--- src/rtl/extint_pkg.sv ---
package extint_pkg;

    typedef enum logic [1:0] {
        SENSE_LOW  = 2'b00,
        SENSE_ANY  = 2'b01,
        SENSE_FALL = 2'b10,
        SENSE_RISE = 2'b11
    } sense_e;

    typedef enum logic [1:0] {
        LN_CLEAR = 2'd0,
        LN_EDGE  = 2'd1,
        LN_LEVEL = 2'd2
    } line_state_e;

    typedef enum logic [1:0] {
        ARB_IDLE  = 2'd0,
        ARB_REQ   = 2'd1,
        ARB_ENTER = 2'd2
    } arb_state_e;

    localparam int ADDR_SENSE_LO = 0;
    localparam int ADDR_SENSE_HI = 1;
    localparam int ADDR_MASK     = 2;
    localparam int ADDR_FLAG     = 3;

endpackage

--- src/rtl/extint_regfile.sv ---
module extint_regfile
    import extint_pkg::*;
#(
    parameter int NUM_LINES = 2,
    parameter int DATA_W    = 8,
    parameter int ADDR_W    = 2
) (
    input  logic                   clk,
    input  logic                   rst_n,
    input  logic                   wr_en_i,
    input  logic [ADDR_W-1:0]      addr_i,
    input  logic [DATA_W-1:0]      wdata_i,
    input  logic [NUM_LINES-1:0]   flags_i,
    output logic [2*NUM_LINES-1:0] sense_o,
    output logic [NUM_LINES-1:0]   mask_o,
    output logic [NUM_LINES-1:0]   flag_clr_o,
    output logic                   recheck_o,
    output logic [DATA_W-1:0]      rdata_o
);

    localparam int FIELDS_PER_REG = DATA_W / 2;

    logic [1:0] sense_q [NUM_LINES];
    logic       unused_wdata;

    assign unused_wdata = ^wdata_i;

    for (genvar i = 0; i < NUM_LINES; i++) begin : g_field
        localparam int REG_SEL = i / FIELDS_PER_REG;
        localparam int BIT_OFF = 2 * (i % FIELDS_PER_REG);
        logic hit;
        assign hit = wr_en_i &&
            (addr_i == ADDR_W'((REG_SEL == 0) ? ADDR_SENSE_LO : ADDR_SENSE_HI));
        always_ff @(posedge clk or negedge rst_n) begin
            if (!rst_n)   sense_q[i] <= 2'b00;
            else if (hit) sense_q[i] <= wdata_i[BIT_OFF +: 2];
        end
        assign sense_o[2*i +: 2] = sense_q[i];
    end

    always_ff @(posedge clk or negedge rst_n) begin
        if (!rst_n) begin
            mask_o    <= '0;
            recheck_o <= 1'b0;
        end else begin
            recheck_o <= wr_en_i;
            if (wr_en_i && addr_i == ADDR_W'(ADDR_MASK))
                mask_o <= wdata_i[NUM_LINES-1:0];
        end
    end

    assign flag_clr_o = (wr_en_i && addr_i == ADDR_W'(ADDR_FLAG))
                        ? wdata_i[NUM_LINES-1:0] : '0;

    always_comb begin
        rdata_o = '0;
        case (addr_i)
            ADDR_W'(ADDR_SENSE_LO): begin
                for (int i = 0; i < NUM_LINES; i++)
                    if (i / FIELDS_PER_REG == 0)
                        rdata_o[2*(i % FIELDS_PER_REG) +: 2] = sense_q[i];
            end
            ADDR_W'(ADDR_SENSE_HI): begin
                for (int i = 0; i < NUM_LINES; i++)
                    if (i / FIELDS_PER_REG == 1)
                        rdata_o[2*(i % FIELDS_PER_REG) +: 2] = sense_q[i];
            end
            ADDR_W'(ADDR_MASK): rdata_o[NUM_LINES-1:0] = mask_o;
            ADDR_W'(ADDR_FLAG): rdata_o[NUM_LINES-1:0] = flags_i;
            default:            rdata_o = '0;
        endcase
    end

endmodule

--- src/rtl/extint_line.sv ---
module extint_line
    import extint_pkg::*;
(
    input  logic       clk,
    input  logic       rst_n,
    input  logic       mask_i,
    input  logic [1:0] sense_i,
    input  logic       level_i,
    input  logic       toggle_i,
    input  logic       recheck_i,
    input  logic       sw_clr_i,
    input  logic       ack_i,
    output logic       flag_o
);

    line_state_e state_q, state_d;
    sense_e      mode;
    logic        is_low, edge_hit, level_set, level_release;

    assign mode   = sense_e'(sense_i);
    assign is_low = (mode == SENSE_LOW);

    always_comb begin
        edge_hit = 1'b0;
        if (toggle_i && mask_i) begin
            unique case (mode)
                SENSE_ANY:  edge_hit = 1'b1;
                SENSE_FALL: edge_hit = !level_i;
                SENSE_RISE: edge_hit = level_i;
                SENSE_LOW:  edge_hit = 1'b0;
                default:    edge_hit = 1'b0;
            endcase
        end
    end

    assign level_set     = mask_i && is_low && !level_i && (toggle_i || recheck_i);
    assign level_release = mask_i && is_low && toggle_i && level_i;

    always_ff @(posedge clk or negedge rst_n) begin
        if (!rst_n) state_q <= LN_CLEAR;
        else        state_q <= state_d;
    end

    always_comb begin
        state_d = state_q;
        unique case (state_q)
            LN_CLEAR: begin
                if (level_set)     state_d = LN_LEVEL;
                else if (edge_hit) state_d = LN_EDGE;
            end
            LN_EDGE: begin
                if (level_set)     state_d = LN_LEVEL;
                else if (edge_hit) state_d = LN_EDGE;
                else if (level_release || sw_clr_i || ack_i)
                                   state_d = LN_CLEAR;
            end
            LN_LEVEL: begin
                if (level_release) state_d = LN_CLEAR;
                else if (!is_low)  state_d = LN_EDGE;
            end
            default: state_d = LN_CLEAR;
        endcase
    end

    always_comb flag_o = (state_q != LN_CLEAR);

    assert_masked_quiet_R3: assert property (@(posedge clk) disable iff (!rst_n)
        (state_q == LN_CLEAR && !mask_i) |=> !flag_o);

    assert_sticky_hold_R6: assert property (@(posedge clk) disable iff (!rst_n)
        (state_q == LN_LEVEL && !toggle_i) |=> flag_o);

    assert_edge_clear_R5: assert property (@(posedge clk) disable iff (!rst_n)
        (state_q == LN_EDGE && (sw_clr_i || ack_i) && !toggle_i && !recheck_i)
        |=> !flag_o);

endmodule

--- src/rtl/extint_arbiter.sv ---
module extint_arbiter
    import extint_pkg::*;
#(
    parameter int NUM_LINES    = 2,
    parameter int ENTRY_CYCLES = 2,
    parameter int VEC_W        = 8,
    parameter int VEC_BASE     = 2,
    parameter int VEC_STEP     = 2
) (
    input  logic                 clk,
    input  logic                 rst_n,
    input  logic [NUM_LINES-1:0] pend_i,
    input  logic                 global_ie_i,
    input  logic                 ack_i,
    output logic                 irq_req_o,
    output logic [VEC_W-1:0]     irq_vector_o,
    output logic [NUM_LINES-1:0] ack_line_o
);

    localparam int IDX_W = (NUM_LINES > 1) ? $clog2(NUM_LINES) : 1;
    localparam int CNT_W = (ENTRY_CYCLES > 1) ? $clog2(ENTRY_CYCLES) : 1;

    arb_state_e       state_q, state_d;
    logic [IDX_W-1:0] win_q, win_d, low_idx;
    logic [CNT_W-1:0] cnt_q, cnt_d;
    logic             any_pend, take;

    always_comb begin
        low_idx = '0;
        for (int i = NUM_LINES - 1; i >= 0; i--)
            if (pend_i[i]) low_idx = IDX_W'(i);
    end
    assign any_pend = |pend_i;

    always_ff @(posedge clk or negedge rst_n) begin
        if (!rst_n) begin
            state_q <= ARB_IDLE;
            win_q   <= '0;
            cnt_q   <= '0;
        end else begin
            state_q <= state_d;
            win_q   <= win_d;
            cnt_q   <= cnt_d;
        end
    end

    always_comb begin
        state_d = state_q;
        win_d   = win_q;
        cnt_d   = cnt_q;
        unique case (state_q)
            ARB_IDLE: begin
                if (global_ie_i && any_pend) begin
                    state_d = ARB_REQ;
                    win_d   = low_idx;
                end
            end
            ARB_REQ: begin
                if (take) begin
                    state_d = ARB_ENTER;
                    cnt_d   = '0;
                end else if (!global_ie_i || !pend_i[win_q]) begin
                    state_d = ARB_IDLE;
                end
            end
            ARB_ENTER: begin
                if (cnt_q == CNT_W'(ENTRY_CYCLES - 1)) state_d = ARB_IDLE;
                else                                   cnt_d   = cnt_q + 1'b1;
            end
            default: state_d = ARB_IDLE;
        endcase
    end

    always_comb begin
        irq_req_o    = (state_q == ARB_REQ) && global_ie_i && pend_i[win_q];
        take         = irq_req_o && ack_i;
        ack_line_o   = take ? (NUM_LINES'(1) << win_q) : '0;
        irq_vector_o = VEC_W'(VEC_BASE) + VEC_W'(VEC_STEP) * VEC_W'(win_q);
    end

    assert_ack_onehot_R10: assert property (@(posedge clk) disable iff (!rst_n)
        $onehot0(ack_line_o));

    assert_gap_after_ack_R10: assert property (@(posedge clk) disable iff (!rst_n)
        (irq_req_o && ack_i) |=> !irq_req_o);

    assert_req_pending_R8: assert property (@(posedge clk) disable iff (!rst_n)
        (state_q == ARB_IDLE && !any_pend) |=> !irq_req_o);

endmodule

--- src/rtl/extint_sense_ctrl.sv ---
module extint_sense_ctrl
    import extint_pkg::*;
#(
    parameter int NUM_LINES    = 2,
    parameter int DATA_W       = 8,
    parameter int ADDR_W       = 2,
    parameter int ENTRY_CYCLES = 2,
    parameter int VEC_W        = 8,
    parameter int VEC_BASE     = 2,
    parameter int VEC_STEP     = 2
) (
    input  logic                 clk,
    input  logic                 rst_n,
    input  logic                 reg_wr_en,
    input  logic [ADDR_W-1:0]    reg_addr,
    input  logic [DATA_W-1:0]    reg_wdata,
    output logic [DATA_W-1:0]    reg_rdata,
    input  logic [NUM_LINES-1:0] pin_level,
    input  logic [NUM_LINES-1:0] pin_toggle,
    input  logic                 global_ie,
    input  logic                 irq_ack,
    output logic                 irq_req,
    output logic [VEC_W-1:0]     irq_vector
);

    logic [2*NUM_LINES-1:0] sense;
    logic [NUM_LINES-1:0]   mask, flags, flag_clr, ack_line, pend;
    logic                   recheck;

    extint_regfile #(
        .NUM_LINES(NUM_LINES), .DATA_W(DATA_W), .ADDR_W(ADDR_W)
    ) regs_i (
        .clk       (clk),
        .rst_n     (rst_n),
        .wr_en_i   (reg_wr_en),
        .addr_i    (reg_addr),
        .wdata_i   (reg_wdata),
        .flags_i   (flags),
        .sense_o   (sense),
        .mask_o    (mask),
        .flag_clr_o(flag_clr),
        .recheck_o (recheck),
        .rdata_o   (reg_rdata)
    );

    for (genvar i = 0; i < NUM_LINES; i++) begin : g_line
        extint_line line_i (
            .clk      (clk),
            .rst_n    (rst_n),
            .mask_i   (mask[i]),
            .sense_i  (sense[2*i +: 2]),
            .level_i  (pin_level[i]),
            .toggle_i (pin_toggle[i]),
            .recheck_i(recheck),
            .sw_clr_i (flag_clr[i]),
            .ack_i    (ack_line[i]),
            .flag_o   (flags[i])
        );
    end

    assign pend = flags & mask;

    extint_arbiter #(
        .NUM_LINES(NUM_LINES), .ENTRY_CYCLES(ENTRY_CYCLES), .VEC_W(VEC_W),
        .VEC_BASE(VEC_BASE), .VEC_STEP(VEC_STEP)
    ) arb_i (
        .clk         (clk),
        .rst_n       (rst_n),
        .pend_i      (pend),
        .global_ie_i (global_ie),
        .ack_i       (irq_ack),
        .irq_req_o   (irq_req),
        .irq_vector_o(irq_vector),
        .ack_line_o  (ack_line)
    );

endmodule

--- config.mk ---
export PLATFORM = sky130hd
export DESIGN_NAME = extint_sense_ctrl
export DESIGN_NICKNAME = d
export VERILOG_FILES = /design/src/rtl/extint_pkg.sv /design/src/rtl/extint_regfile.sv /design/src/rtl/extint_line.sv /design/src/rtl/extint_arbiter.sv /design/src/rtl/extint_sense_ctrl.sv
export SDC_FILE = /design/constraint.sdc
export NUM_CORES = 1
export LEC_CHECK = 0
export ABC_CLOCK_PERIOD_IN_PS = 1630
export BUFFER_PORTS_ARGS = -buffer_cell sky130_fd_sc_hd__buf_2
export CAP_MARGIN = 10
export CORE_ASPECT_RATIO = 0.9
export CORE_MARGIN = 2
export CORE_UTILIZATION = 35
export CTS_CLUSTER_SIZE = 8
export DETAILED_ROUTE_END_ITERATION = 6
export GPL_ROUTABILITY_DRIVEN = 0
export PLACE_DENSITY = 0.58
export SLEW_MARGIN = 40
export SYNTH_ARGS = -nofsm -noshare
export SYNTH_HDL_FRONTEND = slang
export SYNTH_SLANG_ARGS = --single-unit
--- constraint.sdc ---
create_clock -name clk -period 1.63 [get_ports clk]
set_clock_uncertainty 0.05 [all_clocks]
set_input_delay 0 -clock clk [delete_from_list [all_inputs] [get_ports clk]]
set_output_delay 0 -clock clk [all_outputs]
set_load 0.01 [all_outputs]
==> tab_implementation.tex <==
\begin{tabular}{lr}
\hline
Metric & Value \\
\hline
\multicolumn{2}{l}{\textbf{Outcome}} \\
\quad Result of the run & complete, no violations \\
\multicolumn{2}{l}{\textbf{CTS}} \\
\quad Number of buffers created by CTS & 3 \\
\quad Clock tree from TritonCTS & yes \\
\quad Clock-pin transition on the worst setup and hold timing paths & 90 ps \\
\quad Master cell of the clock root buffer & clkbuf\_4 \\
\quad Post CTS Setup Buffer Count & 0 \\
\quad Number of clock sinks & 15 \\
\quad H-tree level count & 1 \\
\quad Clock tree buffer depth & 2 \\
\quad Skew-Pair Late Insertion Delay & 280 ps \\
\multicolumn{2}{l}{\textbf{Yosys}} \\
\quad Top post-synthesis cells by count & 15 x dfrtp\_1, 11 x buf\_4, 7 x nor2\_1 \\
\quad Yosys top cell by area & dfrtp\_1 \\
\quad Synthesized area divided by synthesized cell count & 9.82 µm² \\
\quad Post-synth EDFFs & 0 \\
\quad Number of warnings reported in the yosys synthesis log & 0 \\
\quad Proportion of netlist area held by the largest area contributor & 41.1\% \\
\quad Most instantiated library cell after synthesis & dfrtp\_1 \\
\quad Post-Syn Area & 913 µm² \\
\quad Synth async-reset ratio & 100\% \\
\quad Gate count after technology mapping & 93 \\
\quad Unique masters post-synth & 29 \\
\quad Portion of the post-synthesis area used by sequential elements & 41.1\% \\
\quad Synth top area cells & dfrtp\_1 41\%, buf\_4 9.0\%, mux2\_2 7.4\%, nand2b\_1 3.4\%, nand4\_1 3.4\% \\
\quad Seq cells post-synth & 15 \\
\quad Prevailing post-synth register cell & dfrtp\_1 \\
\multicolumn{2}{l}{\textbf{STA}} \\
\quad Total negative slack & 0 ps \\
\quad RSZ-0062 raised after global routing & false \\
\quad Final-report max-slew violation count & 0 \\
\quad Total count of hold-check failures in the final report & 0 \\
\quad Peak Freq & 655 MHz \\
\quad Final min period & 1530 ps \\
\quad Setup-failing EPs final & 0 \\
\quad Worst slack on hold paths & 15.8 ps \\
\quad Share of the clock period used by the worst path after layout & 93.7\% \\
\multicolumn{2}{l}{\textbf{Floorplan}} \\
\quad Die width & 57.8 µm \\
\quad Core outline area & 2470 µm² \\
\quad Initial Utilization & 37.0\% \\
\quad Top-level I/O count & 36 \\
\quad Number of cell rows & 17 \\
\quad DIE AREA & 3030 µm² \\
\quad Height of the die & 52.5 µm \\
\multicolumn{2}{l}{\textbf{Power and ir drop}} \\
\quad Standby leakage power & 0.517 nW \\
\quad Power density of the placed cells & 1060 nW/µm² \\
\quad Peak supply drop & 0.702 mV \\
\multicolumn{2}{l}{\textbf{Global route}} \\
\quad Initial antenna violation count & 0 \\
\quad Global-route wire length before repair & 2990 µm \\
\quad Global-route track usage on met2 & 22.5\% \\
\quad Met3 demand-to-capacity share in global routing & 5.19\% \\
\quad Maximum number of pins on one net before global-route repair & 16 \\
\quad Congestion Overflow GR & 0 \\
\quad Fraction of met1 tracks used by global routing & 15.6\% \\
\quad Vias in the first global route & 704 \\
\quad Global-route total usage across every layer & 13.3\% \\
\quad GRT Max-Usage Layer & met2 \\
\multicolumn{2}{l}{\textbf{Routing}} \\
\quad Number of vias per cell & 5.18 \\
\quad Drt initial violations & 18 \\
\quad Number of vias in the routed layout & 792 \\
\quad Per-cell routed wire length & 11.9 µm \\
\quad Total wire length after detailed routing & 1820 µm \\
\quad Antenna-violating nets left & 0 \\
\quad Pre-Repair DR Iteration Count & 4 \\
\quad Residual DRC & 0 \\
\multicolumn{2}{l}{\textbf{Setup path}} \\
\quad Type of the worst setup path & register to register \\
\quad Data arrival time of the worst path & 1710 ps \\
\quad Required @ worst endpoint & 1810 ps \\
\quad Crit path capture type & register \\
\quad Delay contributed by the slowest stage of the critical path & 580 ps \\
\quad Sequence of cells on the critical path & nor3b\_1 -> o211ai\_1 -> dlygate4sd3\_1 -> nand2\_1 \\
\quad Critical Path Fanout Max & 7 \\
\quad Highest-delay cell along the critical path & dlygate4sd3\_1 \\
\quad Crit start category & register \\
\multicolumn{2}{l}{\textbf{Finish}} \\
\quad Sequential cell area & 375 µm² \\
\quad Area growth from synthesis to layout & 22.9\% \\
\quad Footprint of the multi-input gates & 473 µm² \\
\quad Filler cells & 244 \\
\quad Net count, final & 145 \\
\quad Layout cells sized above 1 & 28.8\% \\
\quad Number of diodes added for antenna fixing & 0 \\
\multicolumn{2}{l}{\textbf{Placed design}} \\
\quad IO Port Bufs & 21 \\
\quad Final HPWL from detailed placement & 1380 µm \\
\multicolumn{2}{l}{\textbf{Flow run}} \\
\quad Max-capacitance violation count & 0 \\
\multicolumn{2}{l}{\textbf{Worst hold path}} \\
\quad Type of the worst min-delay path & input pin to register \\
\hline
\end{tabular}
## cells in the final DEF, fill, tap and decap left out, types with 3 or more instances in the layout
cell type      Yosys  routed
nor2_1             7       6
a21oi_1            5       5
conb_1             1      10
nand4b_1           3       3
dlygate4sd3_1      0      10
nand4_1            5       5
clkbuf_4           0       3
buf_2              0      21
o211ai_1           3       3
o21ai_0            5       5
dfrtp_1           15      15
mux2_2             6       6
nand2b_1           5       5
nand2_1            4       4
## registers in the layout, summed over array words and instances (netlist names)
register,cells
arb_i.win_q,1
regs_i.mask_o,2
regs_i.sense_o,4
g_line.line_i.state_q,4
arb_i.state_q,2
regs_i.recheck_o,1
arb_i.cnt_q,1
## final cells by class
class / instances / area share [%]
multi-input combinational: 73 / 42.1
sequential: 15 / 33.4
timing repair buffer: 31 / 18.3
tap: 28 / 3.12
clock buffer: 4 / 2.34
inverter: 2 / 0.669
## per-stage QoR
step                      setup slack [ps]  power [W]  cells  util [%]  area [µm²]
after global routing                  8.63    0.00128    153      45.5        1120
after floorplan                        461   0.000868    102         -         947
after global placement                 357   0.000955    139      40.3         993
after detailed placement               342   0.000965    139      40.3         993
final                                  103    0.00118    153      45.5        1120
after CTS                             67.7    0.00120    153      45.4        1120
## where the power goes
part | internal (W) | leakage [nW] | switching [W] | total, W
clock | 0.0000951 | 0.0150 | 0.000113 | 0.000208
combinational | 0.000205 | 0.319 | 0.000182 | 0.000387
sequential | 0.000465 | 0.183 | 0.000125 | 0.000590
total | 0.000765 | 0.517 | 0.000420 | 0.00118
## final timing paths
| kind | start | end | slack, ps | cells after the start |
|---|---|---|---|---|
| worst min-delay path | pin_toggle[0] | g_line[0].line_i.state_q[0] | 20 | 3 |
| worst max-delay path | regs_i.mask_o[1] | g_line[1].line_i.state_q[1] | 100 | 4 |
| max in group asynchronous | rst_n | g_line[0].line_i.state_q[1] | 1180 | 2 |
| min in group asynchronous | rst_n | g_line[1].line_i.state_q[1] | 90 | 2 |
| worst min register to register | arb_i.cnt_q | arb_i.state_q[1] | 430 | 1 |
| worst max register to register | regs_i.mask_o[1] | g_line[1].line_i.state_q[1] | 100 | 4 |
## cell families after synthesis
kind of cell	count (synthesis)	synth area share, %
AOI/OAI and AO/OA	22	16.4
other	1	0.411
buffers and inverters	14	11.1
DFF	15	41.1
and+or+nand+nor	32	20.5
muxes	7	8.49
xor gates and xnor gates	2	1.92
## critical path, delay by kind of cell, from the launching register on
| kind | cells | cell delay [ps] |
|---|---|---|
| and+or+nand+nor | 2 | 270 |
| AOI/OAI and AO/OA | 1 | 130 |
| buffers and inverters | 1 | 580 |
| DFF | 1 | 450 |
## what timing repair did
action,4_1_cts,5_1_grt
resized for setup,0,1
hold endpoints to repair,25,0
endpoints found under the setup margin,0,1
hold buffers,10,0
## metal layers
| layer | routed length [µm] | part of all wire, % |
|---|---|---|
| met5 | 0 | 0 |
| met2 | 853 | 47 |
| met4 | 12 | 0.66 |
| met3 | 122 | 6.7 |
| met1 | 828 | 46 |
Note: power is estimated with default switching activity, not from simulation.
